$ cat config.mk
export PLATFORM = sky130hd
export DESIGN_NAME = fb_aperture_remap
export DESIGN_NICKNAME = d
export VERILOG_FILES = /design/src/rtl/fbr_pkg.sv /design/src/rtl/fbr_cfg_sel.sv /design/src/rtl/fbr_beat_map.sv /design/src/rtl/fbr_ctrl.sv /design/src/rtl/fb_aperture_remap.sv
export SDC_FILE = /design/constraint.sdc
export NUM_CORES = 1
export LEC_CHECK = 0
export BUFFER_PORTS_ARGS = -buffer_cell sky130_fd_sc_hd__buf_2
export CAP_MARGIN = 20
export CELL_PAD_IN_SITES_DETAIL_PLACEMENT = 1
export CELL_PAD_IN_SITES_GLOBAL_PLACEMENT = 1
export CORE_ASPECT_RATIO = 0.7
export CORE_MARGIN = 3
export CORE_UTILIZATION = 40
export CTS_BUF_LIST = sky130_fd_sc_hd__clkbuf_4 sky130_fd_sc_hd__clkbuf_8 sky130_fd_sc_hd__clkbuf_16
export CTS_CLUSTER_DIAMETER = 100
export CTS_CLUSTER_SIZE = 12
export DETAILED_ROUTE_END_ITERATION = 8
export MAX_ROUTING_LAYER = met4
export PLACE_DENSITY_LB_ADDON = 0.1
export SLEW_MARGIN = 20
export SYNTH_ARGS = -nofsm -noshare
export SYNTH_HDL_FRONTEND = slang
export SYNTH_SLANG_ARGS = --single-unit
$ cat constraint.sdc
create_clock -name clk -period 1.8 [get_ports clk]
set_input_delay 0.09 -clock clk [delete_from_list [all_inputs] [get_ports clk]]
set_output_delay 0.09 -clock clk [all_outputs]
set_load 0.01 [all_outputs]
$ cat src/rtl/fbr_pkg.sv
package fbr_pkg;
  localparam int WORD_W = 32;
  localparam int HALF_W = WORD_W / 2;
  localparam int LANES  = WORD_W / 8;

  typedef enum logic [1:0] {
    SW_NONE    = 2'd0,
    SW_IN_HALF = 2'd1,
    SW_HALVES  = 2'd2,
    SW_REVERSE = 2'd3
  } swap_e;

  typedef struct packed {
    logic       pack;
    logic       back;
    logic [1:0] swap;
  } win_cfg_t;

  // lane index mapping: destination lane d takes source lane src_lane(d, m)
  function automatic int src_lane(input int d, input logic [1:0] m);
    case (swap_e'(m))
      SW_IN_HALF: return d ^ 1;
      SW_HALVES:  return d ^ 2;
      SW_REVERSE: return LANES - 1 - d;
      default:    return d;
    endcase
  endfunction

  function automatic logic [WORD_W-1:0] swap_word(input logic [WORD_W-1:0] d, input logic [1:0] m);
    logic [WORD_W-1:0] r;
    for (int k = 0; k < LANES; k++) r[8*k +: 8] = d[8*src_lane(k, m) +: 8];
    return r;
  endfunction

  function automatic logic [LANES-1:0] swap_be(input logic [LANES-1:0] b, input logic [1:0] m);
    logic [LANES-1:0] r;
    for (int k = 0; k < LANES; k++) r[k] = b[src_lane(k, m)];
    return r;
  endfunction
endpackage

$ cat src/rtl/fbr_cfg_sel.sv
module fbr_cfg_sel
  import fbr_pkg::*;
#(
  parameter int NUM_WIN = 2,
  parameter int WIN_W   = 1
) (
  input  logic [NUM_WIN-1:0]   cfg_pack,
  input  logic [NUM_WIN-1:0]   cfg_back,
  input  logic [2*NUM_WIN-1:0] cfg_swap,
  input  logic [WIN_W-1:0]     sel,
  output win_cfg_t             cfg
);
  win_cfg_t tbl [NUM_WIN];

  for (genvar w = 0; w < NUM_WIN; w++) begin : g_win
    assign tbl[w] = '{pack: cfg_pack[w], back: cfg_back[w], swap: cfg_swap[2*w +: 2]};
  end

  always_comb begin
    cfg = '0;
    for (int w = 0; w < NUM_WIN; w++)
      if (int'(sel) == w) cfg = tbl[w];
  end
endmodule

$ cat src/rtl/fbr_beat_map.sv
module fbr_beat_map
  import fbr_pkg::*;
#(
  parameter int ADDR_W = 20
) (
  input  win_cfg_t            cfg,
  input  logic                beat,
  input  logic [ADDR_W-1:0]   addr,
  input  logic [WORD_W-1:0]   wdata,
  input  logic [LANES-1:0]    be,
  input  logic [WORD_W-1:0]   rd0,
  input  logic [WORD_W-1:0]   rd1,
  output logic [ADDR_W:0]     maddr,
  output logic [WORD_W-1:0]   mdata,
  output logic [LANES-1:0]    mbe,
  output logic [WORD_W-1:0]   host_rdata
);
  localparam int HL = LANES / 2;

  logic [HALF_W-1:0] half_d;
  logic [HL-1:0]     half_be;
  logic [WORD_W-1:0] gathered;

  always_comb begin
    half_d  = beat ? wdata[WORD_W-1:HALF_W] : wdata[HALF_W-1:0];
    half_be = beat ? be[LANES-1:HL] : be[HL-1:0];
    if (!cfg.pack) begin
      maddr = {1'b0, addr};
      mdata = wdata;
      mbe   = be;
    end else begin
      maddr = {addr, beat};
      if (cfg.back) begin
        mdata = {half_d, {HALF_W{1'b0}}};
        mbe   = {half_be, {HL{1'b0}}};
      end else begin
        mdata = {{HALF_W{1'b0}}, half_d};
        mbe   = {{HL{1'b0}}, half_be};
      end
    end
  end

  always_comb begin
    if (!cfg.pack)     gathered = rd0;
    else if (cfg.back) gathered = {rd1[WORD_W-1:HALF_W], rd0[WORD_W-1:HALF_W]};
    else               gathered = {rd1[HALF_W-1:0], rd0[HALF_W-1:0]};
    host_rdata = swap_word(gathered, cfg.swap);
  end
endmodule

$ cat src/rtl/fbr_ctrl.sv
module fbr_ctrl
  import fbr_pkg::*;
#(
  parameter int ADDR_W = 20
) (
  input  logic              clk,
  input  logic              rst_n,
  input  logic              hreq_valid,
  output logic              hreq_ready,
  input  logic              hreq_write,
  input  logic [ADDR_W-1:0] hreq_addr,
  input  logic [WORD_W-1:0] hreq_wdata,
  input  logic [LANES-1:0]  hreq_be,
  input  win_cfg_t          cfg_in,
  output logic              hrsp_valid,
  input  logic              hrsp_ready,
  output logic              mem_valid,
  input  logic              mem_ready,
  output logic              mem_write,
  input  logic              mem_rvalid,
  input  logic [WORD_W-1:0] mem_rdata,
  input  logic [LANES-1:0]  beat_be,
  output win_cfg_t          lat_cfg,
  output logic [ADDR_W-1:0] lat_addr,
  output logic [WORD_W-1:0] lat_data,
  output logic [LANES-1:0]  lat_be,
  output logic              beat,
  output logic [WORD_W-1:0] rd_word0,
  output logic [WORD_W-1:0] rd_word1
);
  typedef enum logic [1:0] {ST_IDLE, ST_REQ, ST_WAIT, ST_RESP} state_e;

  state_e state;
  logic   lat_write;
  logic   last_beat, skip;

  assign last_beat  = !lat_cfg.pack || beat;
  assign skip       = lat_write && (beat_be == '0);
  assign mem_valid  = (state == ST_REQ) && !skip;
  assign mem_write  = lat_write;
  assign hreq_ready = (state == ST_IDLE);
  assign hrsp_valid = (state == ST_RESP);

  always_ff @(posedge clk) begin
    if (!rst_n) begin
      state     <= ST_IDLE;
      beat      <= 1'b0;
      lat_write <= 1'b0;
      lat_cfg   <= '0;
      lat_addr  <= '0;
      lat_data  <= '0;
      lat_be    <= '0;
      rd_word0  <= '0;
      rd_word1  <= '0;
    end else begin
      case (state)
        ST_IDLE: if (hreq_valid) begin
          lat_write <= hreq_write;
          lat_cfg   <= cfg_in;
          lat_addr  <= hreq_addr;
          lat_data  <= swap_word(hreq_wdata, cfg_in.swap);
          lat_be    <= swap_be(hreq_be, cfg_in.swap);
          beat      <= 1'b0;
          state     <= ST_REQ;
        end
        ST_REQ: if (skip || (mem_valid && mem_ready)) begin
          if (!lat_write)     state <= ST_WAIT;
          else if (last_beat) state <= ST_IDLE;
          else                beat  <= 1'b1;
        end
        ST_WAIT: if (mem_rvalid) begin
          if (beat) rd_word1 <= mem_rdata;
          else      rd_word0 <= mem_rdata;
          if (last_beat) state <= ST_RESP;
          else begin
            beat  <= 1'b1;
            state <= ST_REQ;
          end
        end
        ST_RESP: if (hrsp_ready) state <= ST_IDLE;
        default: state <= ST_IDLE;
      endcase
    end
  end

  // checker: memory reads issued for the transaction being answered
  logic [1:0] rd_issued;
  always_ff @(posedge clk) begin
    if (!rst_n) rd_issued <= '0;
    else if (hreq_valid && hreq_ready) rd_issued <= '0;
    else if (mem_valid && mem_ready && !mem_write) rd_issued <= rd_issued + 2'd1;
  end

  // one read in direct view, two in packed view, before the response
  a_r6_read_pairs: assert property (@(posedge clk) disable iff (!rst_n)
    $rose(hrsp_valid) |-> rd_issued == (lat_cfg.pack ? 2'd2 : 2'd1));

  // an accepted request closes the request port in the next cycle
  a_r9_single_txn: assert property (@(posedge clk) disable iff (!rst_n)
    (hreq_valid && hreq_ready) |=> !hreq_ready);
endmodule

$ cat src/rtl/fb_aperture_remap.sv
module fb_aperture_remap
  import fbr_pkg::*;
#(
  parameter int ADDR_W  = 20,
  parameter int NUM_WIN = 2,
  parameter int WIN_W   = (NUM_WIN > 1) ? $clog2(NUM_WIN) : 1
) (
  input  logic                 clk,
  input  logic                 rst_n,
  input  logic [NUM_WIN-1:0]   cfg_pack,
  input  logic [NUM_WIN-1:0]   cfg_back,
  input  logic [2*NUM_WIN-1:0] cfg_swap,
  input  logic                 hreq_valid,
  output logic                 hreq_ready,
  input  logic [WIN_W-1:0]     hreq_win,
  input  logic                 hreq_write,
  input  logic [ADDR_W-1:0]    hreq_addr,
  input  logic [31:0]          hreq_wdata,
  input  logic [3:0]           hreq_be,
  output logic                 hrsp_valid,
  input  logic                 hrsp_ready,
  output logic [31:0]          hrsp_data,
  output logic                 mem_valid,
  input  logic                 mem_ready,
  output logic                 mem_write,
  output logic [ADDR_W:0]      mem_addr,
  output logic [31:0]          mem_wdata,
  output logic [3:0]           mem_be,
  input  logic                 mem_rvalid,
  input  logic [31:0]          mem_rdata
);
  win_cfg_t          sel_cfg, lat_cfg;
  logic [ADDR_W-1:0] lat_addr;
  logic [31:0]       lat_data, rd_word0, rd_word1;
  logic [3:0]        lat_be;
  logic              beat;

  fbr_cfg_sel #(.NUM_WIN(NUM_WIN), .WIN_W(WIN_W)) u_sel (
    .cfg_pack (cfg_pack),
    .cfg_back (cfg_back),
    .cfg_swap (cfg_swap),
    .sel      (hreq_win),
    .cfg      (sel_cfg)
  );

  fbr_ctrl #(.ADDR_W(ADDR_W)) u_ctrl (
    .clk        (clk),
    .rst_n      (rst_n),
    .hreq_valid (hreq_valid),
    .hreq_ready (hreq_ready),
    .hreq_write (hreq_write),
    .hreq_addr  (hreq_addr),
    .hreq_wdata (hreq_wdata),
    .hreq_be    (hreq_be),
    .cfg_in     (sel_cfg),
    .hrsp_valid (hrsp_valid),
    .hrsp_ready (hrsp_ready),
    .mem_valid  (mem_valid),
    .mem_ready  (mem_ready),
    .mem_write  (mem_write),
    .mem_rvalid (mem_rvalid),
    .mem_rdata  (mem_rdata),
    .beat_be    (mem_be),
    .lat_cfg    (lat_cfg),
    .lat_addr   (lat_addr),
    .lat_data   (lat_data),
    .lat_be     (lat_be),
    .beat       (beat),
    .rd_word0   (rd_word0),
    .rd_word1   (rd_word1)
  );

  fbr_beat_map #(.ADDR_W(ADDR_W)) u_map (
    .cfg        (lat_cfg),
    .beat       (beat),
    .addr       (lat_addr),
    .wdata      (lat_data),
    .be         (lat_be),
    .rd0        (rd_word0),
    .rd1        (rd_word1),
    .maddr      (mem_addr),
    .mdata      (mem_wdata),
    .mbe        (mem_be),
    .host_rdata (hrsp_data)
  );

  // memory request fields frozen while stalled
  a_r11_mem_hold: assert property (@(posedge clk) disable iff (!rst_n)
    (mem_valid && !mem_ready) |=> (mem_valid && mem_write == $past(mem_write) &&
      $stable(mem_addr) && $stable(mem_wdata) && $stable(mem_be)));

  // response held until taken
  a_r10_rsp_hold: assert property (@(posedge clk) disable iff (!rst_n)
    (hrsp_valid && !hrsp_ready) |=> (hrsp_valid && $stable(hrsp_data)));

  // an issued write always carries at least one enable
  a_r8_no_empty_write: assert property (@(posedge clk) disable iff (!rst_n)
    (mem_valid && mem_write) |-> (mem_be != 4'b0000));

  // packed-view writes stay inside the chosen buffer's halfword
  a_r5_half_only: assert property (@(posedge clk) disable iff (!rst_n)
    (mem_valid && mem_write && lat_cfg.pack) |->
      (lat_cfg.back ? (mem_be[1:0] == 2'b00) : (mem_be[3:2] == 2'b00)));
endmodule

==> results summary, run 1 <==
STA classifies the critical path endpoint as a primary output. Along the worst hold path, the cell count comes to 3. The leakage power came out at 4.64 nW.

Clock tree synthesis selected as its root buffer the cell sky130_fd_sc_hd__clkbuf_16. The setup check on the worst reg-to-reg path leaves a slack of 120 ps. The number of clock sinks is 128.

The first-pass GRT wire length is 41800 um. The via count came out at 7441. Once layout is complete, the cells apart from fillers number 1357.

The via count of the first global-routing pass is 7307. The utilization after layout came out at 0.605. The die outline area came out at 20400 um^2. The arrival time at the worst endpoint is 2070 ps. The total power came out at 11.6 mW.

The period utilization came out at 1.20. Between clock sinks in the finished design, the worst skew comes to 12.9 ps. The relative slew slack is 0.687. The routed wire length came out at 28600 um.

The maximum clock frequency came out at 0.464 GHz. The buffer depth of the longest clock path is 2. After synthesis, the netlist uses 37 different library cells. The checks that failed: setup timing. The pre-antenna-repair detailed-routing pass consisted of 5 iterations. The largest net degree at the start of global routing is 81. TritonCTS built the clock tree. By startpoint and endpoint, the worst setup path is classified as reg2out.

The fraction of layout instances using a drive strength above 1 is 0.395. The endpoint of the lowest-slack register-to-register path is u_ctrl.rd_word0[28]. The proportion of netlist area held by the largest area contributor came out at 0.342. The power density of the placed cells is 1050 nW/um^2.

The post-synthesis sequential area ratio came out at 0.342. The endpoint required time on the critical path came out at 1710 ps. In the layout the commonest cells are sky130_fd_sc_hd__nand2_1, sky130_fd_sc_hd__buf_2, sky130_fd_sc_hd__dfxtp_1.

The tool flagged a number of max-cap violations equal to 0. The cell area that synthesis handed to floorplanning was 7480 um^2. The average wire per standard cell is 21.0 um. The H-tree depth reported by CTS is 4. Synthesis produced a netlist whose cell count is 851. The clock latency on the worst-skew pair is 430 ps.

In this run the tool buffered the top-level ports with 196 buffer cells. sky130_fd_sc_hd__dfxtp_1 takes more of the synthesized area than any other cell. The actual slew at the worst max-slew pin came out at 470 ps. The startpoint identified for the worst hold timing path is hrsp_ready.

The worst-case IR drop observed on VDD is 0.640 mV. Once routing completed, OpenROAD measured the worst setup slack at -357 ps. The final critical delay including setup and external delays is 2160 ps. The number of antenna violations at the first check in global routing came to 2.

The count of synthesis-stage warnings from yosys is 0. The count of flip-flops with a built-in enable after synthesis came out at 0. The weighted congestion reported at the end of routability-driven placement came out at 0.851.

Setup repair after global routing could not meet its margin everywhere. The final number of setup-violating endpoints is 68. Counting cells, the worst reg-to-reg path comes to 7. Counting the buffers created by CTS gives 17.

The most common library cell in the layout ignoring fill and taps is sky130_fd_sc_hd__nand2_1. After filler insertion, the fill cell instance count of the layout stands at 2061. Using the TritonRoute via totals, the vias-per-cell ratio works out to 5.48. The net count of the finished layout is 1214. The worst hold path terminates at u_ctrl.state[0].

The clock slew at the register clock pins of the worst setup and hold paths is 60 ps. After detailed routing, the number of remaining DRC violations is 0. The run finished, with violations left. The final hold violation count came out at 0. The number of antenna-violating nets in the routed design came out at 0.

The worst register-to-register path begins at u_ctrl.state[0]. By area the synthesized netlist is led by sky130_fd_sc_hd__dfxtp_1, sky130_fd_sc_hd__mux2i_1, sky130_fd_sc_hd__mux2_2, sky130_fd_sc_hd__nand2_1, sky130_fd_sc_hd__a21boi_1. The number of DRC markers after the initial detailed-route iteration is 602.

The estimated wirelength of the detail-placed design came out at 18400 um. The number of placement rows came out at 41. The initial utilization of the core area, before any placement, comes to 0.412. After synthesis the netlist holds a flip-flop and latch count of 128. The horizontal die dimension is 169 um. The maximum fanout count along the critical path came out at 6. Across every metal layer, demand over resource in global routing totals 0.271. The most instantiated flip-flop cell in the synthesis netlist is sky130_fd_sc_hd__dfxtp_1.

Relative to the synthesized area, the layout overhead comes to 46.9%. The count of boundary I/O pins came out at 197. In this run the standard cell core region covers 18200 um^2. The floorplan step set the die height to 120 um.

The tightest min-delay check is of the in2reg type. The number of placed instances with taps included is 1250. The total count of max-transition violations in the final report came to 0.

Counting every net in the synthesized netlist gives 959. STA classifies the critical path startpoint as a flip-flop. The remaining global-route overflow came out at 0.

The mean cell area of the mapped netlist came out at 8.79 um^2. The post-synthesis async set-or-reset flop share came out at 0.
==> what timing repair did <==
| item | in CTS | in global routing |
|---|---|---|
| pin swaps | 24 | 9 |
| gates resized for setup | 140 | 49 |
| endpoints found under the setup margin | 81 | 97 |
| cloned | 6 | 1 |
| endpoints found under the hold margin | 86 | 0 |
| buffers inserted | 9 | 8 |
| hold buffers | 54 | 0 |
==> area by class of cell <==
cell class / instances / area, um^2 / area share
multi-input cells: 640 / 4970 / 0.453
flip-flops and latches: 128 / 2570 / 0.234
repair buffers: 310 / 2540 / 0.231
clock buffers: 19 / 447 / 0.0406
well taps: 236 / 295 / 0.0269
clock inverters: 13 / 126 / 0.0115
inverters: 9 / 33.8 / 0.00307
diodes: 2 / 5.00 / 0.000455
==> cells in the mapped netlist, types with 2 or more instances <==
library cell                instances
sky130_fd_sc_hd__a21boi_0          23
sky130_fd_sc_hd__a21boi_1          62
sky130_fd_sc_hd__a22o_1            36
sky130_fd_sc_hd__and2_1             2
sky130_fd_sc_hd__buf_1              4
sky130_fd_sc_hd__buf_12             3
sky130_fd_sc_hd__buf_2             11
sky130_fd_sc_hd__buf_6              5
sky130_fd_sc_hd__clkbuf_1          50
sky130_fd_sc_hd__dfxtp_1          128
sky130_fd_sc_hd__ha_1               4
sky130_fd_sc_hd__inv_1              8
sky130_fd_sc_hd__mux2_2            88
sky130_fd_sc_hd__mux2i_1          108
sky130_fd_sc_hd__nand2_1          200
sky130_fd_sc_hd__nand3_1           38
sky130_fd_sc_hd__nor2_1             2
sky130_fd_sc_hd__o211a_1            4
sky130_fd_sc_hd__o21ai_0           12
sky130_fd_sc_hd__o21ai_1           42
sky130_fd_sc_hd__o21ai_2            3
sky130_fd_sc_hd__o22ai_1            2
sky130_fd_sc_hd__o2bb2ai_1          2
==> state kept, by name, indices dropped and copies added (netlist names) <==
| register | count |
|---|---|
| u_ctrl.lat_data | 32 |
| u_ctrl.rd_word0 | 32 |
| u_ctrl.rd_word1 | 32 |
| u_ctrl.lat_addr | 20 |
| u_ctrl.lat_be | 4 |
| u_ctrl.lat_cfg | 4 |
| u_ctrl.state | 2 |
| u_ctrl.beat | 1 |
| u_ctrl.mem_write | 1 |
==> stage by stage <==
stage | setup TNS (ps) | setup WS [ps] | hold WS (ps) | cell area, um^2
after global placement | 0 | 25.3 | 343 | 8860
after global routing | -16920 | -416 | 105 | 11000
after detailed placement | 0 | 11.6 | 349 | 8860
final | -12710 | -357 | 90.7 | 11000
after floorplan | 0 | 158 | 225 | 7480
after CTS | -10990 | -277 | 66.9 | 10700
==> layer usage <==
layer	vias up	routed length, um	part of all wire	GRT usage
met5	-	0	0	-
met4	0	299	0.010	0.0705
met3	20	2100	0.073	0.0650
met2	250	12100	0.42	0.370
met1	3653	14000	0.49	0.399
li1	3518	-	-	-
==> report_power, final <==
part / internal [mW] / switching, mW / total, mW
logic: 2.36 / 2.32 / 4.68
clock network: 1.97 / 1.45 / 3.43
registers: 3.14 / 0.332 / 3.47
total: 7.47 / 4.11 / 11.6
==> how the worst max path moves through the flow <==
stage / slack [ps] / to / cells past startpoint / start
2_1_floorplan: 160 / u_ctrl.lat_addr[17] / 7 / u_ctrl.state[0]
3_3_place_gp: 30 / hrsp_data[9] / 8 / u_ctrl.lat_cfg[2]
3_5_place_dp: 10 / hrsp_data[9] / 8 / u_ctrl.lat_cfg[2]
4_1_cts: -280 / hrsp_data[31] / 8 / u_ctrl.lat_cfg[2]
5_1_grt: -420 / hrsp_data[16] / 8 / u_ctrl.lat_cfg[2]
6_report: -360 / hrsp_data[30] / 8 / u_ctrl.lat_cfg[2]
==> critical path, stage by stage (launching register included) <==
cell and delay [ps]:
sky130_fd_sc_hd__dfxtp_2 350, sky130_fd_sc_hd__buf_6 130, sky130_fd_sc_hd__buf_6 130, sky130_fd_sc_hd__mux2i_1 230, sky130_fd_sc_hd__nand2_1 110, sky130_fd_sc_hd__o21ai_2 110, sky130_fd_sc_hd__mux2i_1 140, sky130_fd_sc_hd__mux2_4 300
sky130_fd_sc_hd__buf_2 140
==> logic make-up (layout without fill, tap and decap cells) <==
| group | after synthesis | count (layout) | share of synthesized area |
|---|---|---|---|
| simple gates | 248 | 248 | 0.134 |
| mux | 197 | 197 | 0.280 |
| compound gates | 191 | 191 | 0.181 |
| flops | 128 | 128 | 0.342 |
| buf+inv | 83 | 351 | 0.0555 |
| fa+ha+maj | 4 | 4 | 0.00669 |
| other cells | 0 | 2 | 0 |
Power figures use the tool's default switching activity.
==> run 2: changes to the inputs <==
- CORE_ASPECT_RATIO: 0.7 -> default
- CTS_CLUSTER_DIAMETER: 100 -> 50
==> run 2 against run 1 <==
The run still ends with setup timing left. Via count increased by 1.1%. Wire length increased by 3.6%. Clock skew decreased by 6.3 ps. Non-clock buffer count decreased by 5. Sequential power increased by 1%. Critical path type unchanged.
==> results summary, run 2 (synthesis gave the netlist of run 1 again) <==
The hold slack is 49.0 ps. The library cell used most frequently in the layout, excluding fill and tap cells, is sky130_fd_sc_hd__nand2_1. The arrival time at the worst endpoint came out at 2040 ps.

The min-delay analysis places its worst path in the category in2reg. Across the VDD grid, the largest voltage drop is 0.766 mV. Row generation in the floorplan step produced 49 rows.

The number of antenna violations at the first check in global routing is 1. The first-pass GRT wire length came out at 42600 um. The power density of the placed cells came out at 1060 nW/um^2. The final number of setup-violating endpoints came out at 88. STA classifies the critical path endpoint as a primary output. In the finished design, the share of the clock period the worst path needs comes to 1.18. The number of placed instances with taps included is 1231.

The final critical delay including setup and external delays is 2130 ps. CTS placed an instance of sky130_fd_sc_hd__clkbuf_16 at the clock tree root. The initial standard-cell utilization of the core came out at 0.412. The H-tree depth reported by CTS is 4. The via count of the first global-routing pass is 7647. The die outline area came out at 20400 um^2.

The number of DRC markers after the initial detailed-route iteration is 504. The total count of max-transition violations in the final report is 0. After detailed routing, the number of remaining DRC violations is 0. The weighted congestion reported at the end of routability-driven placement is 0.848.

The sequential cells in the finished layout cover a total of 2580 um^2. The routed wire length is 29600 um. The number of buffer cells added on primary ports came out at 196. The largest registers in the layout are u_ctrl.lat_data: 32 flops, u_ctrl.rd_word0: 32 flops, u_ctrl.rd_word1: 32 flops.

The area growth from synthesis to layout is 50.7%. Entering global routing, the biggest net connects 78 pins. The endpoint required time on the critical path came out at 1710 ps. The analysis attributes to cell leakage a power of 4.71 nW. The count of boundary I/O pins is 197. Setup repair after global routing could not meet its margin everywhere. The clock slew at the register clock pins of the worst setup and hold paths came out at 50 ps.

The number of clock sinks came out at 128. The multi-input gate area in the final layout is 5050 um^2. The number of clock buffers added by TritonCTS is 17.

The post-route worst setup slack came out at -329 ps. The global routing usage summed across all routing layers came out at 0.274. The first-pass detailed-route iteration total is 4. The die is 143 um wide. The total power came out at 11.9 mW. The floorplan die height came out at 143 um. The clock latency on the worst-skew pair is 420 ps. The final reports fail on setup timing. The net total in the final layout came out at 1209.

The actual slew at the worst max-slew pin came out at 401 ps. In this run the tightest slew margin relative to its limit is 0.725. The detail route stage leaves a number of antenna-violating nets equal to 0. Derived from the worst setup path, the maximum achievable clock frequency is 0.470 GHz. The final hold violation count is 0.

The top cell types in the final layout, fill and taps aside, are sky130_fd_sc_hd__nand2_1, sky130_fd_sc_hd__buf_2, sky130_fd_sc_hd__dfxtp_1. The longest clock path from root to sink contains 2 buffers. The critical path is of the reg2out type. The estimated wirelength of the detail-placed design came out at 17200 um. The worst setup path is launched from a flip-flop. The average wire per standard cell came out at 22.0 um. The filler cells instantiated in the layout total 2018. Of the cells placed in the final design, the portion with a size suffix greater than 1 is 0.397. TritonCTS built the clock tree. The per-cell via count in the routed design is 5.60. The final worst clock skew is 6.67 ps.

The number of maximum-capacitance violations came out at 0. The run finished, with violations left. The finished layout holds 1343 standard cells, fillers aside. For this run the aggregate overflow at the end of global routing stands at 0. The via count is 7522. The area inside the core boundary came out at 18100 um^2. Of all nets on the critical path, the largest fanout is 8.
## run 2: changes by cell type in the layout (fill, tap and decap cells not counted), moves of 3 or more
cell                         previous run  this run
sky130_fd_sc_hd__mux2_2                62        36
sky130_fd_sc_hd__mux2_4                26        52
sky130_fd_sc_hd__buf_2                163       139
sky130_fd_sc_hd__buf_6                 43        65
sky130_fd_sc_hd__buf_4                 25        13
sky130_fd_sc_hd__buf_12                17        25
sky130_fd_sc_hd__mux2i_2               18        24
sky130_fd_sc_hd__clkinv_2               1         6
sky130_fd_sc_hd__inv_6                  5         0
sky130_fd_sc_hd__clkinvlp_4             4         0
sky130_fd_sc_hd__mux2i_4               13         9
sky130_fd_sc_hd__clkbuf_4               1         4
## run 2: power breakdown
| part | switching, mW | internal (mW) |
|---|---|---|
| clock | 1.25 | 2.05 |
| sequential | 0.360 | 3.15 |
| combinational | 2.43 | 2.66 |
| total | 4.04 | 7.85 |
## run 2: cell type report
| type | instances | area share |
|---|---|---|
| inverters | 9 | 0.00300 |
| multi-input cells | 640 | 0.448 |
| clock inverters | 7 | 0.00533 |
| diodes | 1 | 0.000222 |
| flip-flops and latches | 128 | 0.229 |
| clock buffers | 24 | 0.0441 |
| well taps | 229 | 0.0254 |
| repair buffers | 305 | 0.246 |
## run 2: worst max-delay path, cell delays in order (launching register included)
cell and delay, ps:
sky130_fd_sc_hd__dfxtp_4 390, sky130_fd_sc_hd__nand2_8 110, sky130_fd_sc_hd__buf_12 170, sky130_fd_sc_hd__mux2i_2 380
sky130_fd_sc_hd__mux2i_2 130, sky130_fd_sc_hd__mux2_4 290, sky130_fd_sc_hd__buf_6 120
## run 2: worst paths after layout
kind / from / endpoint / slack [ps] / cells past startpoint
setup / recovery: u_ctrl.lat_cfg[2] / hrsp_data[26] / -330 / 6
setup reg to reg: u_ctrl.lat_cfg[3] / u_ctrl.state[1] / 100 / 8
hold reg to reg: u_ctrl.rd_word1[16] / u_ctrl.rd_word1[16] / 460 / 2
hold / removal: cfg_back[0] / u_ctrl.lat_cfg[2] / 50 / 4
## run 2: layer usage
| metal | track usage | part of all wire | vias to the layer above |
|---|---|---|---|
| met3 | 0.0405 | 0.046 | 39 |
| met1 | 0.365 | 0.45 | 3736 |
| li1 | - | - | 3494 |
| met2 | 0.433 | 0.48 | 253 |
| met5 | - | 0 | - |
| met4 | 0.0785 | 0.017 | 0 |
## run 2: per-stage QoR
step | area [um^2] | utilization | TNS, ps | setup slack (ps)
after detailed placement | 8810 | 0.485 | 0 | 38.8
after CTS | 10800 | 0.592 | -13050 | -313
after global routing | 11300 | 0.621 | -19030 | -372
final | 11300 | 0.621 | -14580 | -329
after floorplan | 7480 | - | 0 | 158
after global placement | 8810 | 0.485 | 0 | 64.8
## run 2: what timing repair did
| action | 4_1_cts | 5_1_grt |
|---|---|---|
| setup buffers | 11 | 9 |
| pin swaps | 3 | 28 |
| gates cloned | 7 | 4 |
| resized for setup | 127 | 107 |
| endpoints found under the setup margin | 73 | 92 |
| hold endpoints to repair | 86 | 0 |
| hold buffers | 54 | 0 |
==> run 3: changes to the inputs <==
- RECOVER_POWER: default -> 50
==> run 3 against run 2 <==
The run still ends with setup timing left. Sequential cell count unchanged. Worst hold slack gained 8.0 ps. Design area is 0.31% lower. Utilization down 0.19 points. Critical path type unchanged.
==> results summary, run 3 (synthesis gave the netlist of run 1 again) <==
Setup repair after global routing could not meet its margin everywhere. Counting instances, the worst hold path has a depth of 4. The library cell used most frequently in the layout, excluding fill and tap cells, is sky130_fd_sc_hd__nand2_1. The fraction of layout instances using a drive strength above 1 is 0.394. The finished layout holds 1343 standard cells, fillers aside. The final critical delay including setup and external delays is 2130 ps. The number of buffers inserted during clock tree synthesis came out at 17. The worst hold path begins at cfg_back[0]. The clock tree from TritonCTS is built. The maximum clock frequency came out at 0.470 GHz.

The number of antenna violations at the first check in global routing came to 1. The total count of max-transition violations in the final report came out at 0. The average wire per standard cell came out at 22.0 um. At the pin with the least slew margin, the transition time is 407 ps. Setup violations remaining at the end of the flow were counted as 88. At the worst endpoint, the required time is 1710 ps.

The power density of the placed cells is 1050 nW/um^2. The first-pass detailed-route iteration total is 4. The final layout contains routed wiring with a total length of 29600 um.

The sum of negative setup slack is -14370 ps. The most used cell along the critical path is sky130_fd_sc_hd__mux2i_2. After floorplanning, the core was sized to cover 18100 um^2. The number of maximum-capacitance violations came out at 0. The floorplan die height came out at 143 um.

In this run the critical register-to-register path is launched from u_ctrl.state[0]. The maximum fanout count along the critical path is 8. The clock slew at the register clock pins of the worst setup and hold paths came out at 50 ps.

In the global route stage, overall resource usage came out at 0.274. The number of placed instances with taps included came out at 1231. CTS placed an instance of sky130_fd_sc_hd__clkbuf_16 at the clock tree root.

In the routed design, unresolved DRC markers number 0. Across all layers, the routed design uses 7590 vias. The number of clock sinks is 128. For this configuration, the core starts out at a cell density of 0.412. The buffer depth of the longest clock path is 2. The period utilization came out at 1.18. The number of DRC markers after the initial detailed-route iteration came out at 480. The horizontal die dimension came out at 143 um.

The biggest cell delay along the critical path came out at 390 ps. The count of boundary I/O pins came out at 197. The number of placement rows is 49. The area growth from synthesis to final layout came out at 50.2%. The critical path contains buffers and inverters numbering 2 combined. The post-route worst setup slack came out at -329 ps. Setup slack on the worst reg-to-reg path comes out at 40 ps.

Port buffering added 196 buffers. The clock latency on the worst-skew pair is 420 ps. Routability-driven placement finished with a final weighted congestion of 0.848.

In this design, the largest share of critical-path delay is due to multiplexers. The clock tree synthesis step divided the H-tree into 4 levels. Counting cells, the worst reg-to-reg path comes to 6.

The critical path starts at u_ctrl.lat_cfg[2]. The net total in the final layout came out at 1209. The first global-routing pass estimated 42600 um of wire. The path class of the tightest hold or removal check is in2reg. The worst hold path terminates at u_ctrl.lat_cfg[2].

The estimated wirelength of the detail-placed design is 17200 um. The total power is 11.8 mW. The die covers 20400 um^2. The largest net degree at the start of global routing is 78.

The largest registers in the layout are u_ctrl.lat_data: 32 flops, u_ctrl.rd_word0: 32 flops, u_ctrl.rd_word1: 32 flops. In the layout the commonest cells are sky130_fd_sc_hd__nand2_1, sky130_fd_sc_hd__buf_2, sky130_fd_sc_hd__dfxtp_1. STA classifies the critical path startpoint as a flip-flop.

The setup path with the least slack is of type reg2out. The analysis attributes to cell leakage a power of 4.67 nW. The flow ran to the end, but the final reports show violations. The final worst clock skew is 6.86 ps. The final hold violation count came out at 0.

The largest individual stage delay along the critical path comes from the cell sky130_fd_sc_hd__dfxtp_4. STA classifies the critical path endpoint as a primary output. The per-cell via count in the routed design is 5.65. The final reports fail on setup timing. The signal on the critical path passes through nand2_8, buf_12, mux2i_2, mux2i_2, mux2_4, buf_6.

In this run the critical register-to-register path is captured at u_ctrl.rd_word1[11]. The relative slew slack is 0.721. The via count of the first global-routing pass came out at 7647. The worst voltage drop across the vdd grid came out at 0.762 mV.

The number of antenna-violating nets in the routed design is 0. The remaining global-route overflow came out at 0. STA puts the critical path data arrival time at 2040 ps.
[run 3: worst reg2reg max path, stage by stage, from the launching register on]
cell                       delay, ps
sky130_fd_sc_hd__dfxtp_1         390
sky130_fd_sc_hd__inv_1            80
sky130_fd_sc_hd__ha_1            280
sky130_fd_sc_hd__nand3_1         120
sky130_fd_sc_hd__clkbuf_4        410
sky130_fd_sc_hd__nand2_1         180
sky130_fd_sc_hd__a21boi_1        230
[run 3: layer usage]
metal / global-route usage / vias up / part of all wire
met2: 0.433 / 246 / 0.48
met1: 0.365 / 3806 / 0.45
li1: - / 3499 / -
met4: 0.0785 / 0 / 0.019
met3: 0.0405 / 39 / 0.047
met5: - / - / 0
[run 3: cell type report]
class	count	area [um^2]
well taps	229	287
fillers	2026	6910
clock buffers	24	497
repair buffers	305	2740
multi-input cells	640	5040
diodes	1	2.50
flip-flops and latches	128	2580
clock inverters	7	60.1
inverters	9	33.8
[run 3: what timing repair did]
action	in CTS	in global routing
cloned	7	4
gates resized for setup	127	107
endpoints found under the hold margin	86	0
hold buffers	54	0
buffers inserted	11	9
pin swaps	3	28
endpoints found under the setup margin	73	92
[run 3: report_power, final]
part           internal, mW  leakage [nW]  switching (mW)
registers              3.15          1.04           0.357
logic                  2.63          3.34            2.42
clock network          2.05         0.287            1.24
[run 3: worst max path at each step]
stage	slack (ps)	cells after the start	endpoint
2_1_floorplan	160	7	u_ctrl.lat_addr[17]
4_1_cts	-310	7	hrsp_data[23]
5_1_grt	-370	6	hrsp_data[26]
6_report	-330	6	hrsp_data[26]
3_3_place_gp	60	7	hrsp_data[6]
3_5_place_dp	40	7	hrsp_data[0]
[run 3: per-stage QoR]
| stage | utilization | setup WS (ps) | instance area (um^2) | hold WS, ps |
|---|---|---|---|---|
| floorplan | - | 158 | 7480 | 225 |
| global placement | 0.485 | 64.8 | 8810 | 345 |
| detailed placement | 0.485 | 38.8 | 8810 | 351 |
| CTS | 0.592 | -313 | 10800 | 39.4 |
| global route | 0.619 | -372 | 11200 | 64.9 |
| finish | 0.619 | -329 | 11200 | 57.0 |
